## src/rtl/sfp_pkg.sv

```systemverilog
package sfp_pkg;

  // Command codes (first byte of a frame, MSB first)
  localparam logic [7:0] OP_WREN = 8'h06;
  localparam logic [7:0] OP_RDSR = 8'h05;
  localparam logic [7:0] OP_WRSR = 8'h01;

  localparam int CMD_BITS  = 8;
  localparam int WRSR_BITS = 16;

  // Lowest protect code that covers any sector
  localparam logic [3:0] CODE_MIN = 4'd5;

  typedef struct packed {
    logic       tb;
    logic [3:0] code;
  } prot_cfg_t;

  // Busy length clamped to the 8 ms ceiling at the given clock rate
  function automatic int busy_len(input int req, input int khz);
    int lim;
    lim = 8 * khz;
    if (req < 1)   return 1;
    if (req > lim) return lim;
    return req;
  endfunction

  function automatic logic [7:0] pack_status(input prot_cfg_t c, input logic wel,
                                             input logic wip);
    return {1'b0, c.code[3], c.tb, c.code[2:0], wel, wip};
  endfunction

  function automatic prot_cfg_t unpack_cfg(input logic [7:0] b);
    prot_cfg_t c;
    c.tb   = b[5];
    c.code = {b[6], b[4:2]};
    return c;
  endfunction

endpackage

```

## src/rtl/sfp_spi_rx.sv

```systemverilog
module sfp_spi_rx #(
  parameter int FRAME_W = 16,
  localparam int CW = $clog2(FRAME_W + 2)
) (
  input  logic               clk,
  input  logic               rst_n,
  input  logic               cs_n,
  input  logic               sck,
  input  logic               mosi,
  output logic               sck_rise,
  output logic               frame_end,
  output logic [CW-1:0]      cnt_q,
  output logic [FRAME_W-1:0] shreg_q,
  output logic [FRAME_W-1:0] shreg_nx
);

  logic          cs_q, sck_q;
  logic [CW-1:0] cnt_d;

  always_comb begin
    sck_rise  = !cs_n && sck && !sck_q;
    frame_end = cs_n && !cs_q;
    shreg_nx  = {shreg_q[FRAME_W-2:0], mosi};
    cnt_d     = cnt_q;
    if (cs_n)
      cnt_d = '0;
    else if (sck_rise && (cnt_q != '1))
      cnt_d = cnt_q + 1'b1;
  end

  always_ff @(posedge clk or negedge rst_n) begin
    if (!rst_n) begin
      cs_q    <= 1'b1;
      sck_q   <= 1'b0;
      cnt_q   <= '0;
      shreg_q <= '0;
    end else begin
      cs_q  <= cs_n;
      sck_q <= sck;
      cnt_q <= cnt_d;
      if (sck_rise)
        shreg_q <= shreg_nx;
    end
  end

endmodule

```

## src/rtl/sfp_status_ctrl.sv

```systemverilog
module sfp_status_ctrl
  import sfp_pkg::*;
#(
  parameter int CW       = 5,
  parameter int BUSY_LEN = 1000,
  localparam int TW = (BUSY_LEN > 1) ? $clog2(BUSY_LEN) : 1
) (
  input  logic                 clk,
  input  logic                 rst_n,
  input  logic                 cs_n,
  input  logic                 sck_rise,
  input  logic                 frame_end,
  input  logic [CW-1:0]        cnt_q,
  input  logic [WRSR_BITS-1:0] shreg_q,
  input  logic [WRSR_BITS-1:0] shreg_nx,
  output prot_cfg_t            cfg_q,
  output logic                 wel_q,
  output logic                 wip_q,
  output logic                 miso,
  output logic                 miso_en
);

  prot_cfg_t   cfg_d;
  logic        wel_d, wip_d, rd_q, rd_d;
  logic [TW-1:0] tmr_q, tmr_d;
  logic [7:0]  osh_q, osh_d;
  logic        is_wren, is_wrsr, is_rdsr;

  always_comb begin
    is_wren = (cnt_q == CW'(CMD_BITS))  && (shreg_q[7:0] == OP_WREN);
    is_wrsr = (cnt_q == CW'(WRSR_BITS)) && (shreg_q[15:8] == OP_WRSR);
    is_rdsr = (cnt_q == CW'(CMD_BITS - 1)) && (shreg_nx[7:0] == OP_RDSR);
  end

  always_comb begin
    cfg_d = cfg_q;
    wel_d = wel_q;
    wip_d = wip_q;
    tmr_d = tmr_q;
    rd_d  = rd_q;
    osh_d = osh_q;
    // self-timed window countdown
    if (wip_q) begin
      if (tmr_q == '0) begin
        wip_d = 1'b0;
        wel_d = 1'b0;
      end else begin
        tmr_d = tmr_q - 1'b1;
      end
    end
    // commands that act when select rises, only while idle
    if (frame_end && !wip_q) begin
      if (is_wren)
        wel_d = 1'b1;
      if (is_wrsr && wel_q) begin
        cfg_d = unpack_cfg(shreg_q[7:0]);
        wip_d = 1'b1;
        tmr_d = TW'(BUSY_LEN - 1);
      end
    end
    // status readout
    if (cs_n) begin
      rd_d = 1'b0;
    end else if (sck_rise) begin
      if (is_rdsr) begin
        rd_d  = 1'b1;
        osh_d = pack_status(cfg_q, wel_q, wip_q);
      end else if (rd_q) begin
        osh_d = {osh_q[6:0], 1'b0};
      end
    end
  end

  always_ff @(posedge clk or negedge rst_n) begin
    if (!rst_n) begin
      cfg_q <= '0;
      wel_q <= 1'b0;
      wip_q <= 1'b0;
      tmr_q <= '0;
      rd_q  <= 1'b0;
      osh_q <= '0;
    end else begin
      cfg_q <= cfg_d;
      wel_q <= wel_d;
      wip_q <= wip_d;
      tmr_q <= tmr_d;
      rd_q  <= rd_d;
      osh_q <= osh_d;
    end
  end

  assign miso    = osh_q[7];
  assign miso_en = rd_q;

endmodule

```

## src/rtl/sfp_prot_map.sv

```systemverilog
module sfp_prot_map
  import sfp_pkg::*;
#(
  parameter int SECTOR_W = 10
) (
  input  prot_cfg_t           cfg,
  input  logic                req_valid,
  input  logic                req_write,
  input  logic [SECTOR_W-1:0] req_sector,
  output logic                req_reject
);

  logic [3:0] span_exp;
  logic       in_range;

  // protected span is 2^(code-1) low sectors, capped at the whole array
  always_comb begin
    span_exp = cfg.code - 4'd1;
    in_range = 1'b0;
    if (cfg.tb && (cfg.code >= CODE_MIN)) begin
      if (int'(span_exp) >= SECTOR_W)
        in_range = 1'b1;
      else
        in_range = ((req_sector >> span_exp) == '0);
    end
    req_reject = req_valid && req_write && in_range;
  end

endmodule

```

## src/rtl/sfp_top.sv

```systemverilog
module sfp_top
  import sfp_pkg::*;
#(
  parameter int SECTOR_W    = 10,
  parameter int BUSY_CYCLES = 1000,
  parameter int CLK_KHZ     = 200000
) (
  input  logic                clk,
  input  logic                rst_n,
  input  logic                spi_cs_n,
  input  logic                spi_sck,
  input  logic                spi_mosi,
  output logic                spi_miso,
  output logic                spi_miso_en,
  input  logic                req_valid,
  input  logic                req_write,
  input  logic [SECTOR_W-1:0] req_sector,
  output logic                req_reject,
  output logic [7:0]          stat_byte
);

  localparam int BUSY_LEN = busy_len(BUSY_CYCLES, CLK_KHZ);
  localparam int CW       = $clog2(WRSR_BITS + 2);

  logic                 sck_rise, frame_end, wel, wip;
  logic [CW-1:0]        cnt;
  logic [WRSR_BITS-1:0] shreg, shreg_nx;
  prot_cfg_t            cfg;

  sfp_spi_rx #(.FRAME_W(WRSR_BITS)) u_rx (
    .clk      (clk),
    .rst_n    (rst_n),
    .cs_n     (spi_cs_n),
    .sck      (spi_sck),
    .mosi     (spi_mosi),
    .sck_rise (sck_rise),
    .frame_end(frame_end),
    .cnt_q    (cnt),
    .shreg_q  (shreg),
    .shreg_nx (shreg_nx)
  );

  sfp_status_ctrl #(.CW(CW), .BUSY_LEN(BUSY_LEN)) u_ctrl (
    .clk      (clk),
    .rst_n    (rst_n),
    .cs_n     (spi_cs_n),
    .sck_rise (sck_rise),
    .frame_end(frame_end),
    .cnt_q    (cnt),
    .shreg_q  (shreg),
    .shreg_nx (shreg_nx),
    .cfg_q    (cfg),
    .wel_q    (wel),
    .wip_q    (wip),
    .miso     (spi_miso),
    .miso_en  (spi_miso_en)
  );

  sfp_prot_map #(.SECTOR_W(SECTOR_W)) u_map (
    .cfg       (cfg),
    .req_valid (req_valid),
    .req_write (req_write),
    .req_sector(req_sector),
    .req_reject(req_reject)
  );

  assign stat_byte = pack_status(cfg, wel, wip);

endmodule

```

## config.mk

```make
export PLATFORM = sky130hd
export DESIGN_NAME = sfp_top
export DESIGN_NICKNAME = d
export VERILOG_FILES = /design/src/rtl/sfp_pkg.sv /design/src/rtl/sfp_spi_rx.sv /design/src/rtl/sfp_status_ctrl.sv /design/src/rtl/sfp_prot_map.sv /design/src/rtl/sfp_top.sv
export SDC_FILE = /design/constraint.sdc
export NUM_CORES = 1
export LEC_CHECK = 0
export ABC_AREA = 1
export ABC_CLOCK_PERIOD_IN_PS = 1400
export BUFFER_PORTS_ARGS = -buffer_cell sky130_fd_sc_hd__buf_2
export CAP_MARGIN = 20
export CELL_PAD_IN_SITES_DETAIL_PLACEMENT = 1
export CELL_PAD_IN_SITES_GLOBAL_PLACEMENT = 1
export CORE_UTILIZATION = 39
export CTS_BUF_LIST = sky130_fd_sc_hd__clkbuf_8 sky130_fd_sc_hd__clkbuf_16
export DETAILED_ROUTE_END_ITERATION = 16
export PLACE_DENSITY = 0.83
export SYNTH_ARGS = -nofsm -noshare
export SYNTH_HDL_FRONTEND = slang
export SYNTH_SLANG_ARGS = --single-unit
```

## constraint.sdc

```tcl
create_clock -name clk -period 1.4 [get_ports clk]
set_input_delay 0.14 -clock clk [delete_from_list [all_inputs] [get_ports clk]]
set_output_delay 0.14 -clock clk [all_outputs]
set_load 0.02 [all_outputs]
```

==> out/metrics.yaml <==
status:
  status: "finished with violations"
  violations: "negative setup slack"
layout:
  num-nets-final: 495
  final_cells: 552
  fillers: 816
  area_growth_pct: 55.49
  seq_area_sq_mm: 0.001231
  multi_input_area_sq_mm: 0.001760
  layout-drive-gt1-share_pct: 45.76
  antennaDiodeCount: 0
die:
  placementRows: 30
  io_pins: 28
  die_y_microns: 85.54
  die_w_microns: 85.54
  die-area_sq_mm: 0.007316
  coreArea_sq_mm: 0.006756
  start_util_pct: 40.28
logic_synthesis:
  syn_area_per_cell_sq_um: 7.355
  ys_top_cells_by_area: "dfrtp_1 44%, nand2_1 16%, nand3_1 8.8%"
  ys_ff_latch: 49
  yosysTopAreaCell: "dfrtp_1"
  syn_inst: 370
  yosysWarnings: 0
  synth_top_area_share_pct: 44.14
  syn_area_sq_mm: 0.002721
  mappedNetlistNets: 394
  yosysUniqueCellTypes: 25
  yosysSeqAreaShare_pct: 45.10
routing:
  antenna_left: 0
  wire_per_inst_microns: 21.34
  drt_wl_total_microns: 11780
  drt_iter0_drc: 187
  vias: 3086
  drc_errors: 0
  viasPerCell: 5.591
  drt_pass1_iterations: 4
sta:
  rsz0062_at_grt: "yes"
  finalSetupViolCount: 35
  drv_slew: 0
  fin_skew_ns: 0.01513
  timing.final.crit_share_pct: 134.3
  layout_setup_ws_ns: -0.4797
  final_hold_viol_count: 0
  setup_tns_ns: -5.492
  min_period_ns: 1.880
  fmax_ghz: 0.5320
worst_setup_path:
  critPathMaxStageDelay_ns: 0.45
  timing.critical_path.mode_cell: "nand2_1"
  required_ns: 1.26
  endpoint_kind: "output pin"
  startpoint_type: "flop"
  cp.arrival_ns: 1.74
  cp_max_fo: 8
  path_class: "flop to output pin"
  worstPathCellList: "buf_6 > ha_1 > nor2_1 > nand2_1 > nand3_1 > nand2_1 > nand2_1 > a21oi_4 > buf_6"
  cpMaxStageDelayCell: "dfrtp_2"
grt:
  antenna_found_initial: 0
  grt.overflow.total: 0
  grt_pass1_vias: 3299
  grt_use_total_pct: 30.01
  grt_pass1_wl_microns: 16560
  grt_max_degree: 50
placement:
  port_buffers: 26
  place_inst: 512
  gp_congestion: 0.8469
  hpwlAfterDp_microns: 5736
cts:
  cts.path.max_buffers: 2
  clockRootBuffer: "clkbuf_8"
  htreeDepth: 2
  worstSkewPairLatency_ns: 0.32
  cts_buffers: 5
  cts_num_sinks: 49
  cts_tree: "built"
  clkTransAtPathRegs_ns: 0.09
worst_hold_path:
  worstHoldPathType: "input pin to flop"
power_and_ir_drop:
  pwr_density_cell_mw_per_mm2: 826.4
  p_leak_uw: 0.002121
  irDropWorstVdd_v: 0.0008172
flow_run:
  cap_viol_max_count: 0
[placed cells by master, fill, tap and decap left out, types with 4 or more instances in the layout]
| cell | instances |
|---|---|
| nand3_1 | 28 |
| nand2_2 | 21 |
| buf_4 | 51 |
| clkbuf_8 | 5 |
| nand3_4 | 6 |
| nand3_2 | 17 |
| nor2_2 | 5 |
| nor2_4 | 6 |
| nand2_1 | 84 |
| o21ai_0 | 17 |
| inv_2 | 6 |
| dfrtp_1 | 45 |
| nand4_1 | 7 |
| ha_4 | 5 |
| inv_4 | 6 |
| buf_6 | 19 |
| nor2_1 | 19 |
| buf_2 | 25 |
| nand2_4 | 14 |
| inv_1 | 41 |
| nor3_4 | 4 |
| o21ai_2 | 8 |
[worst max-delay path: cells and delay by family (launching register included)]
kind / cells / cell delay, ns
fa+ha+maj: 1 / 0.20
simple gates: 5 / 0.47
flops: 1 / 0.45
buf+inv: 2 / 0.27
compound gates: 1 / 0.04
[worst paths after layout]
check                                             startpoint                           end  slack, ns  depth (start not counted)
min in group asynchronous                              rst_n    u_ctrl.miso_en$_DFFE_PN0P_       0.34                          3
worst max register to register     u_rx.cnt_q[1]$_DFFE_PN0P_   u_ctrl.cfg_q[0]$_DFFE_PN0P_      -0.26                          9
worst min-delay path                                spi_mosi   u_rx.shreg_q[0]$_DFFE_PN0P_       0.17                          3
worst min register to register  u_rx.shreg_q[13]$_DFFE_PN0P_  u_rx.shreg_q[14]$_DFFE_PN0P_       0.51                          2
worst max-delay path             u_ctrl.cfg_q[0]$_DFFE_PN0P_                    req_reject      -0.48                          9
max in group asynchronous                              rst_n           u_rx.cs_q$_DFF_PN1_       0.76                          3
[repair_timing]
item	CTS	global route
pin swaps	40	22
hold buffers	3	0
hold endpoints to repair	50	0
buffers inserted	18	8
setup endpoints to repair	31	34
gates resized for setup	90	65
cloned	4	0
[per-stage QoR]
stage / total power [uW] / setup WS (ns) / utilization [%] / hold slack [ns] / area (sq um)
2_1_floorplan: 1867 / -0.1160 / - / -0.1556 / 2763
4_1_cts: 3276 / -0.4200 / 58.44 / 0.09090 / 3949
3_5_place_dp: 2159 / -0.1771 / 48.78 / 0.1519 / 3296
6_report: 3497 / -0.4797 / 62.63 / 0.1662 / 4232
3_3_place_gp: 2122 / -0.1040 / 48.78 / 0.1470 / 3296
5_1_grt: 3629 / -0.5667 / 62.63 / 0.2016 / 4232
[metal layers]
| metal | vias to the layer above | global-route usage [%] | part of all wire (%) |
|---|---|---|---|
| met2 | 129 | 56.07 | 51 |
| met4 | 0 | 12.88 | 5.2 |
| li1 | 1379 | - | - |
| met5 | - | 0 | 0 |
| met1 | 1529 | 33.56 | 38 |
| met3 | 49 | 5.005 | 5.5 |
[Yosys cell counts]
master,count
a21o_1,1
a21oi_1,7
a22oi_1,1
buf_2,3
buf_4,4
buf_6,1
clkbuf_1,1
conb_1,1
dfrtp_1,48
dfstp_2,1
ha_1,7
inv_1,52
nand2_1,115
nand2_2,5
nand3_1,48
nand3_2,2
nand4_1,7
nor2_1,30
nor3_1,4
nor3_2,1
nor3_4,2
o21ai_0,25
o21ai_1,1
o21ai_2,2
o31ai_1,1
[cells by family after synthesis]
family | count (synthesis) | share of synthesized area (%)
AO/OA/AOI/OAI | 38 | 7.540
adder cells (fa/ha/maj) | 7 | 3.218
AND/OR/NAND/NOR | 214 | 34.62
other | 1 | 0.1378
flip-flops | 49 | 45.10
buffers and inverters | 61 | 9.379
[state kept, by name (all words and copies together) (netlist names), 5 cells and up]
| register | cells |
|---|---|
| u_rx.shreg_q | 16 |
| u_ctrl.cfg_q | 5 |
| u_ctrl.osh_q | 8 |
| u_rx.cnt_q | 5 |
| u_ctrl.tmr_q | 10 |
[power breakdown]
| group | internal (uW) | switching (uW) |
|---|---|---|
| sequential | 1530 | 101 |
| combinational | 476 | 522 |
| clock | 341 | 522 |
| total | 2350 | 1150 |
[layout make-up]
class / instances / share of cell area, %
multi-input cells: 261 / 41.60
flip-flops and latches: 49 / 29.10
inverters: 52 / 4.967
clock inverters: 3 / 0.3253
repair buffers: 102 / 20.02
clock buffers: 5 / 1.626
well taps: 80 / 2.365
Power figures use the tool's default switching activity.
